==> src/rtl/pbs_pkg.sv <==
package pbs_pkg;

    localparam int DW = 32;

    typedef enum logic [1:0] {
        SQ_IDLE = 2'd0,
        SQ_ACC  = 2'd1,
        SQ_GAP  = 2'd2
    } sq_state_e;

    typedef struct packed {
        logic [1:0] unit_w;
        logic       incr_en;
        logic [1:0] step;
        logic [2:0] burst;
        logic [2:0] gap;
        logic       dir;
        logic       swap;
    } ctl_cfg_t;

    function automatic logic [2:0] step_bytes(input logic [1:0] code);
        case (code)
            2'd0:    return 3'd4;
            2'd1:    return 3'd2;
            default: return 3'd1;
        endcase
    endfunction

    function automatic logic [2:0] burst_units(input logic [2:0] b);
        return (b == 3'd0) ? 3'd1 : b;
    endfunction

    function automatic logic [DW-1:0] lane_rev(input logic [DW-1:0] d,
                                               input logic [1:0] w);
        case (w)
            2'd0:    return {d[7:0], d[15:8], d[23:16], d[31:24]};
            2'd1:    return {d[31:16], d[7:0], d[15:8]};
            default: return d;
        endcase
    endfunction

endpackage

==> src/rtl/pbs_addr_gen.sv <==
module pbs_addr_gen
    import pbs_pkg::*;
#(
    parameter int ADDR_W = 32
) (
    input  logic              clk,
    input  logic              rst,
    input  logic              load,
    input  logic [ADDR_W-1:0] base,
    input  logic              adv,
    input  logic              incr_en,
    input  logic [1:0]        step,
    output logic [ADDR_W-1:0] addr
);

    always_ff @(posedge clk) begin
        if (rst) begin
            addr <= '0;
        end else if (load) begin
            addr <= base;
        end else if (adv && incr_en) begin
            addr <= addr + ADDR_W'(step_bytes(step));
        end
    end

    // a static address does not move when a unit is accepted
    assert_static_addr_R3: assert property (@(posedge clk) disable iff (rst)
        (!load && adv && !incr_en) |=> (addr == $past(addr)));

endmodule

==> src/rtl/pbs_gap_timer.sv <==
module pbs_gap_timer #(
    parameter int GAP_UNIT = 256,
    parameter int CODE_W   = 3
) (
    input  logic              clk,
    input  logic              rst,
    input  logic              load,
    input  logic [CODE_W-1:0] code,
    output logic              last,
    output logic              running
);

    localparam int MAX_GAP = ((1 << CODE_W) - 1) * GAP_UNIT;
    localparam int CNT_W   = $clog2(MAX_GAP + 1);

    logic [CNT_W-1:0] cnt;

    always_ff @(posedge clk) begin
        if (rst) begin
            cnt <= '0;
        end else if (load) begin
            cnt <= CNT_W'(int'(code) * GAP_UNIT);
        end else if (cnt != '0) begin
            cnt <= cnt - 1'b1;
        end
    end

    assign last    = (cnt == CNT_W'(1));
    assign running = (cnt != '0);

endmodule

==> src/rtl/pbs_seq_fsm.sv <==
module pbs_seq_fsm
    import pbs_pkg::*;
#(
    parameter int LEN_W = 16
) (
    input  logic             clk,
    input  logic             rst,
    input  logic             take,
    input  logic [LEN_W-1:0] len_in,
    input  logic [2:0]       burst,
    input  logic             gap_en,
    input  logic             ready,
    input  logic             timer_last,
    input  logic             timer_running,
    output logic             active,
    output logic             accept,
    output logic             gap_load,
    output logic             busy,
    output logic             done
);

    sq_state_e        state;
    logic [LEN_W-1:0] rem;
    logic [2:0]       bcnt;
    logic [2:0]       blen;
    logic             final_unit;
    logic             burst_end;

    assign blen       = burst_units(burst);
    assign active     = (state == SQ_ACC);
    assign accept     = active && ready;
    assign final_unit = (rem == LEN_W'(1));
    assign burst_end  = ((bcnt + 3'd1) == blen);
    assign gap_load   = accept && !final_unit && burst_end && gap_en;
    assign busy       = (state != SQ_IDLE);

    always_ff @(posedge clk) begin
        if (rst) begin
            state <= SQ_IDLE;
            rem   <= '0;
            bcnt  <= '0;
            done  <= 1'b0;
        end else begin
            done <= 1'b0;
            case (state)
                SQ_IDLE: begin
                    if (take) begin
                        rem  <= len_in;
                        bcnt <= '0;
                        if (len_in == '0) begin
                            done <= 1'b1;
                        end else begin
                            state <= SQ_ACC;
                        end
                    end
                end
                SQ_ACC: begin
                    if (ready) begin
                        rem <= rem - 1'b1;
                        if (final_unit) begin
                            state <= SQ_IDLE;
                            done  <= 1'b1;
                        end else if (burst_end) begin
                            bcnt <= '0;
                            if (gap_en) state <= SQ_GAP;
                        end else begin
                            bcnt <= bcnt + 3'd1;
                        end
                    end
                end
                SQ_GAP: begin
                    if (timer_last) state <= SQ_ACC;
                end
                default: state <= SQ_IDLE;
            endcase
        end
    end

    // done never lasts two cycles
    assert_done_pulse_R5: assert property (@(posedge clk) disable iff (rst)
        done |=> !done);

    // the position inside a burst stays below the burst length
    assert_burst_bound_R6: assert property (@(posedge clk) disable iff (rst)
        busy |-> (bcnt < blen));

    // the quiet interval is always backed by a running timer
    assert_gap_timer_live_R7: assert property (@(posedge clk) disable iff (rst)
        (state == SQ_GAP) |-> timer_running);

endmodule

==> src/rtl/periph_burst_seq.sv <==
module periph_burst_seq
    import pbs_pkg::*;
#(
    parameter int ADDR_W   = 32,
    parameter int LEN_W    = 16,
    parameter int GAP_UNIT = 256
) (
    input  logic              clk,
    input  logic              rst,
    input  logic              start,
    input  logic [ADDR_W-1:0] cfg_addr,
    input  logic [LEN_W-1:0]  cfg_len,
    input  logic [1:0]        cfg_unit_w,
    input  logic              cfg_incr_en,
    input  logic [1:0]        cfg_step,
    input  logic [2:0]        cfg_burst,
    input  logic [2:0]        cfg_gap,
    input  logic              cfg_dir,
    input  logic              cfg_swap,
    input  logic              per_ready,
    input  logic [DW-1:0]     per_rdata,
    input  logic [DW-1:0]     mem_wdata,
    output logic              per_rd,
    output logic              per_wr,
    output logic [ADDR_W-1:0] per_addr,
    output logic [DW-1:0]     per_wdata,
    output logic [DW-1:0]     mem_rdata,
    output logic              busy,
    output logic              done
);

    ctl_cfg_t cfg_q;
    logic     take;
    logic     active;
    logic     accept;
    logic     gap_load;
    logic     timer_last;
    logic     timer_running;

    assign take = start && !busy;

    always_ff @(posedge clk) begin
        if (rst) begin
            cfg_q <= '0;
        end else if (take) begin
            cfg_q <= '{unit_w: cfg_unit_w, incr_en: cfg_incr_en, step: cfg_step,
                       burst: cfg_burst, gap: cfg_gap, dir: cfg_dir,
                       swap: cfg_swap};
        end
    end

    pbs_seq_fsm #(.LEN_W(LEN_W)) u_fsm (
        .clk          (clk),
        .rst          (rst),
        .take         (take),
        .len_in       (cfg_len),
        .burst        (cfg_q.burst),
        .gap_en       (cfg_q.gap != 3'd0),
        .ready        (per_ready),
        .timer_last   (timer_last),
        .timer_running(timer_running),
        .active       (active),
        .accept       (accept),
        .gap_load     (gap_load),
        .busy         (busy),
        .done         (done)
    );

    pbs_addr_gen #(.ADDR_W(ADDR_W)) u_addr (
        .clk    (clk),
        .rst    (rst),
        .load   (take),
        .base   (cfg_addr),
        .adv    (accept),
        .incr_en(cfg_q.incr_en),
        .step   (cfg_q.step),
        .addr   (per_addr)
    );

    pbs_gap_timer #(.GAP_UNIT(GAP_UNIT), .CODE_W(3)) u_gap (
        .clk    (clk),
        .rst    (rst),
        .load   (gap_load),
        .code   (cfg_q.gap),
        .last   (timer_last),
        .running(timer_running)
    );

    assign per_rd    = active && cfg_q.dir;
    assign per_wr    = active && !cfg_q.dir;
    assign per_wdata = cfg_q.swap ? lane_rev(mem_wdata, cfg_q.unit_w) : mem_wdata;
    assign mem_rdata = cfg_q.swap ? lane_rev(per_rdata, cfg_q.unit_w) : per_rdata;

    // read and write strobes are exclusive
    assert_one_strobe_R2: assert property (@(posedge clk) disable iff (rst)
        !(per_rd && per_wr));

    // a stalled access holds strobe and address
    assert_stall_hold_R4: assert property (@(posedge clk) disable iff (rst)
        ((per_rd || per_wr) && !per_ready) |=>
            ($stable(per_rd) && $stable(per_wr) && $stable(per_addr)));

endmodule

==> config.mk <==
export PLATFORM = sky130hd
export DESIGN_NAME = periph_burst_seq
export DESIGN_NICKNAME = d
export VERILOG_FILES = /design/src/rtl/pbs_pkg.sv /design/src/rtl/pbs_addr_gen.sv /design/src/rtl/pbs_gap_timer.sv /design/src/rtl/pbs_seq_fsm.sv /design/src/rtl/periph_burst_seq.sv
export SDC_FILE = /design/constraint.sdc
export NUM_CORES = 1
export LEC_CHECK = 0
export BUFFER_PORTS_ARGS = -buffer_cell sky130_fd_sc_hd__buf_2
export CAP_MARGIN = 20
export CORE_ASPECT_RATIO = 0.5
export CORE_MARGIN = 5
export CORE_UTILIZATION = 40
export DETAILED_ROUTE_END_ITERATION = 8
export PLACE_DENSITY_LB_ADDON = 0.05
export SLEW_MARGIN = 20
export SYNTH_ARGS = -nofsm -noshare
export SYNTH_HDL_FRONTEND = slang
export SYNTH_HIERARCHICAL = 1
export SYNTH_SLANG_ARGS = --single-unit
==> constraint.sdc <==
create_clock -name clk -period 4 [get_ports clk]
set_input_delay 0.8 -clock clk [delete_from_list [all_inputs] [get_ports clk]]
set_output_delay 0.8 -clock clk [all_outputs]
set_load 0.03 [all_outputs]
==> flow_metrics.env, run 1 <==
export IMPL_rows=31
export IMPL_clkLatencyLatePin_ns=0.34
export IMPL_finalSetupViolCount=0
export IMPL_synth_area_leader_cell="dfxtp_1"
export IMPL_slew_viol_final=0
export IMPL_grt_first_pass_wirelength_mm=30.4
export IMPL_final_antenna_net_count=0
export IMPL_netlist_area_mm2=0.00587
export IMPL_synth_area_top_cells="dfxtp_1 27%, mux2_4 7.7%, nand2_1 6.4%"
export IMPL_hold_buffers=0
export IMPL_yosysWarnings=6
export IMPL_dominantRegCellSynth="dfxtp_1"
export IMPL_ctsResizeCount=0
export IMPL_hold_viol=0
export IMPL_firstDrtPassIters=5
export IMPL_cts_buffers=9
export IMPL_ioPinCount=229
export IMPL_final_min_clock_period_ns=3.32
export IMPL_r2r_cells=12
export IMPL_cap_violations=0
export IMPL_netlist_area_leader_share=0.266
export IMPL_cts_sinks=78
export IMPL_clockBufferDepth=2
export IMPL_worst_slew_pin_transition_ns=0.831
export IMPL_overflow=0
export IMPL_status="finished clean"
export IMPL_drive_above_1_share=0.339
export IMPL_cts_tree="yes"
export IMPL_dpl_instance_area_mm2=0.00710
export IMPL_grt_pass1_vias=5980
export IMPL_antenna_found_initial=0
export IMPL_wl_per_cell_um=17.2
export IMPL_place_hpwl_mm=14.6
export IMPL_fin_skew_ns=0.00746
export IMPL_ir_worst_vdd_uv=269
export IMPL_nNetsFinal=1070
export IMPL_die_area_mm2=0.0173
export IMPL_final_common_cell="buf_2"
export IMPL_drt_total_wl_mm=19.5
export IMPL_drt_iter0_markers=300
export IMPL_post_route_drc_count=0
export IMPL_nFillCells=1463
export IMPL_die_w_um=181
export IMPL_vias_per_cell=5.58
export IMPL_rsz0062_at_grt="no"
export IMPL_final_cell_mix="228 x buf_2, 100 x nand2_1, 77 x dfxtp_1, 55 x o21ai_0, 48 x nor2_1"
export IMPL_p_leak_nw=3.19
export IMPL_design_core_area_mm2=0.0144
export IMPL_end_kind="register"
export IMPL_fp_dieH_um=95.7
export IMPL_powerDensity_mw_per_mm2=454
export IMPL_io_buffers=228
export IMPL_yosys_register_bits=78
export IMPL_ys_seq_area_frac=0.266
export IMPL_start_util=0.407
export IMPL_crit_fanout=13
export IMPL_async_flop_share=0
export IMPL_multi_input_area_mm2=0.00398
export IMPL_synth_edff_count=0
export IMPL_netlist_instances=725
export IMPL_gp_congestion=0.916
export IMPL_slew_limit_headroom=0.442
export IMPL_crit_type="register to register"
export IMPL_yosys_cell_types_count=84
export IMPL_worstPathArrival_ns=3.56
export IMPL_hold_depth=2
export IMPL_syn2layout_area_growth_pct=26.2
export IMPL_fin_area_mm2=0.00741
export IMPL_antenna_cells=0
export IMPL_via_count=6331
export IMPL_seq_area_mm2=0.00156
export IMPL_hp_class="register to register"
export IMPL_clk_pin_slew_ns=0.06
export IMPL_grt_usage=0.214
export IMPL_required_ns=4.23
export IMPL_grt_max_degree=66
export IMPL_reg2reg_slack_ns=0.68
export IMPL_clockRootBuffer="clkbuf_16"
export IMPL_avgSynthCellArea_um2=8.10
export IMPL_fmax_ghz=0.301
export IMPL_syn_nets=863
export IMPL_startpoint_type="register"
export IMPL_postCtsSetupRepairBufs=0
export IMPL_h_tree_depth=3
export IMPL_fin_setup_tns_ns=0
export IMPL_post_route_period_util=0.831
path summary, 6_finish.rpt:
kind             startpoint               to
max          u_fsm/state[0]  u_addr/addr[15]
min               cfg_q[12]        cfg_q[12]
max reg2reg  u_fsm/state[0]  u_addr/addr[15]
min reg2reg       cfg_q[12]        cfg_q[12]
sequential cells by signal (all words and copies together) (netlist names):
| name | flops |
|---|---|
| cfg_q | 13 |
| u_fsm/state | 2 |
| u_fsm/done | 1 |
| u_fsm/bcnt | 3 |
| u_fsm/rem | 16 |
| u_gap/cnt | 11 |
| u_addr/addr | 32 |
synthesized netlist by cell type, types with 4 or more instances:
cell type and number:
a211oi_1 17, a21o_1 5, a21oi_1 44, a311oi_1 16, a31oi_1 6, and3_1 6, and4_1 7, buf_2 8
buf_4 5, clkbuf_1 27, dfxtp_1 78, ha_1 8, inv_1 17, mux2_4 30, mux2i_1 37, nand2_1 100
nand2b_1 5, nand3_1 24, nand4_1 11, nor2_1 48, nor2b_1 8, nor3_1 18, nor4_1 14, o211ai_1 5
o21ai_0 55, o22ai_1 4, o31ai_1 10, or3_1 5, or4_1 11, xnor2_1 11
through the flow:
step	setup WS (ns)	hold slack (ns)	util	std cells	total power, W
after floorplan	0.233	0.437	-	725	0.00214
after global placement	0.683	0.447	0.492	1119	0.00253
after detailed placement	0.598	0.457	0.492	1119	0.00254
after CTS	0.724	0.466	0.513	1135	0.00339
after global routing	0.420	0.493	0.514	1135	0.00358
final	0.676	0.461	0.514	1135	0.00336
worst max-delay path: stages (launching register included):
cell	delay (ns)
dfxtp_1	0.40
inv_1	0.18
nand2_1	0.10
nand2b_1	0.16
inv_1	0.07
mux2i_1	0.08
or2_0	0.23
nor2_1	0.28
nand2_1	0.09
buf_4	0.17
or3_1	0.59
or4_1	0.54
a311oi_1	0.32
cells by family after synthesis:
group                    Yosys count  share of synthesized area
buffers and inverters             64                     0.0567
flip-flops                        78                      0.266
adder cells (fa/ha/maj)            9                     0.0205
XOR/XNOR                          12                     0.0179
AO/OA/AOI/OAI                    191                      0.211
AND/OR/NAND/NOR                  301                      0.282
multiplexers                      70                      0.146
metal layers:
metal / vias to the layer above / wire (µm) / global-route usage
met3: 28 / 1220 / 0.0434
met4: 0 / 386 / 0.0562
met5: - / 0 / 0
met2: 215 / 9200 / 0.370
li1: 3120 / - / -
met1: 2968 / 8660 / 0.275
cell type report:
class,count,share of cell area
multi-input combinational,583,0.538
sequential,78,0.211
timing repair buffer,242,0.168
clock buffer,12,0.0346
tap,198,0.0334
inverter,18,0.00912
clock inverter,4,0.00608
power by group:
group          switching, W  internal (W)  total [W]
clock              0.000325      0.000515   0.000839
combinational      0.000882      0.000560    0.00144
sequential         0.000172      0.000908    0.00108
(Power assumes the default switching activity.)
==> run 2, diff against run 1 <==
==> constraint.sdc (replaced) <==
create_clock -name clk -period 3.4 [get_ports clk]
set_input_delay 0.68 -clock clk [delete_from_list [all_inputs] [get_ports clk]]
set_output_delay 0.68 -clock clk [all_outputs]
set_load 0.03 [all_outputs]
==> run 2 against run 1 <==
Worst hold slack worse by 0.0047 ns; design area increased by 0.74%; fmax increased by 13%; clock skew down 0.0013 ns; sequential power is 17% higher; utilization up 0.38 points; first-iteration DRC count rose by 7.0%; critical path type unchanged; largest cell class unchanged.
==> flow_metrics.env, run 2 (synthesis results as in run 1) <==
export IMPL_status="finished clean"
export IMPL_p_leak_nw=3.20
export IMPL_post_route_period_util=0.864
export IMPL_die_area_mm2=0.0173
export IMPL_die_w_um=181
export IMPL_fin_skew_ns=0.00615
export IMPL_startpoint_type="register"
export IMPL_r2r_cells=11
export IMPL_drt_iter0_markers=321
export IMPL_clk_pin_slew_ns=0.06
export IMPL_overflow=0
export IMPL_hold_buffers=0
export IMPL_reg2reg_to="u_addr/addr[18]"
export IMPL_clockBufferDepth=2
export IMPL_hp_class="register to register"
export IMPL_final_min_clock_period_ns=2.94
export IMPL_whs_ns=0.456
export IMPL_crit_type="register to register"
export IMPL_cts_tree="yes"
export IMPL_critPathCapture="u_addr/addr[18]"
export IMPL_clockRootBuffer="clkbuf_16"
export IMPL_ir_worst_vdd_uv=301
export IMPL_h_tree_depth=3
export IMPL_io_buffers=228
export IMPL_postCtsSetupRepairBufs=0
export IMPL_wl_per_cell_um=16.9
export IMPL_final_antenna_net_count=0
export IMPL_crit_fanout=12
export IMPL_cts_sinks=78
export IMPL_stdcell_count=1138
export IMPL_final_cell_mix="228 x buf_2, 99 x nand2_1, 77 x dfxtp_1, 55 x o21ai_0, 47 x nor2_1"
export IMPL_worst_slew_pin_transition_ns=0.770
export IMPL_powerDensity_mw_per_mm2=537
export IMPL_rsz0062_at_grt="no"
export IMPL_start_util=0.407
export IMPL_total_power_w=0.00401
export IMPL_via_count=6284
export IMPL_slew_viol_final=0
export IMPL_fmax_ghz=0.341
export IMPL_vias_per_cell=5.52
export IMPL_place_hpwl_mm=14.4
export IMPL_syn2layout_area_growth_pct=27.2
export IMPL_largestRegisters="u_addr/addr (32), u_fsm/rem (16), cfg_q (13)"
export IMPL_nNetsFinal=1072
export IMPL_cap_violations=0
export IMPL_drt_total_wl_mm=19.3
export IMPL_post_route_drc_count=0
export IMPL_gp_congestion=0.923
export IMPL_finalSetupViolCount=0
export IMPL_final_core_util=0.517
export IMPL_firstDrtPassIters=5
export IMPL_regMostFlops="u_addr/addr"
export IMPL_largest_reg_flops=32
export IMPL_final_common_cell="buf_2"
export IMPL_wl_met3_mm=1.25
export IMPL_drive_above_1_share=0.346
export IMPL_fp_dieH_um=95.7
export IMPL_wl_met2_mm=8.95
export IMPL_dpl_cell_count=1121
export IMPL_worstPathArrival_ns=3.18
export IMPL_grt_first_pass_wirelength_mm=30.2
export IMPL_reg2reg_slack_ns=0.46
export IMPL_rows=31
export IMPL_cts_buffers=9
export IMPL_ioPinCount=229
export IMPL_reg2reg_from="u_fsm/state[0]"
export IMPL_crit_start="u_fsm/state[0]"
export IMPL_grt_pass1_vias=5875
export IMPL_design_core_area_mm2=0.0144
export IMPL_ctsResizeCount=0
export IMPL_maxUsedRoutingLayer="met4"
export IMPL_slew_limit_headroom=0.487
export IMPL_required_ns=3.65
export IMPL_drt_met1_wl_mm=8.84
export IMPL_grt_max_degree=65
export IMPL_antenna_found_initial=1
export IMPL_grt_usage=0.213
export IMPL_end_kind="register"
export IMPL_hold_viol=0
export IMPL_fin_setup_tns_ns=0
export IMPL_clkLatencyLatePin_ns=0.34
run 2: critical path: stages, from the launching register on:
cell and delay [ns]:
dfxtp_1 0.31, inv_2 0.12, nand2_4 0.06, nand2b_1 0.15
inv_1 0.07, mux2i_1 0.11, or2_0 0.29, nor2_4 0.15
nand3_2 0.22, or4b_4 0.68, or4_1 0.43, a311oi_1 0.26
run 2: per-layer routing:
metal / vias up / track usage
met1: 2919 / 0.281
met4: 0 / 0.0512
met2: 218 / 0.359
met5: - / 0
li1: 3132 / -
met3: 15 / 0.0454
run 2: layout make-up:
class	count	area [µm²]
clock buffer	13	280
fill	1454	6960
sequential	78	1560
clock inverter	3	40.0
tap	198	248
inverter	18	67.6
timing repair buffer	244	1270
multi-input combinational	583	3990
antenna	1	2.50
run 2: power by group:
part	switching, W	internal [W]
registers	0.000197	0.00107
logic	0.00104	0.000666
clock network	0.000384	0.000647
run 2: worst min path at each step:
stage / start / end / slack (ns) / cells past startpoint
detailed placement: cfg_q[12] / cfg_q[12] / 0.45 / 2
global placement: cfg_q[12] / cfg_q[12] / 0.45 / 2
floorplan: cfg_q[12] / cfg_q[12] / 0.44 / 2
finish: cfg_q[12] / cfg_q[12] / 0.46 / 2
CTS: cfg_q[12] / cfg_q[12] / 0.46 / 2
global route: cfg_q[12] / cfg_q[12] / 0.48 / 2
run 2: metrics by stage:
step	setup slack, ns	instance area, µm²
after global placement	0.319	7140
after global routing	0.252	7460
final	0.464	7460
after detailed placement	0.245	7140
after floorplan	0.0454	5890
after CTS	0.454	7460
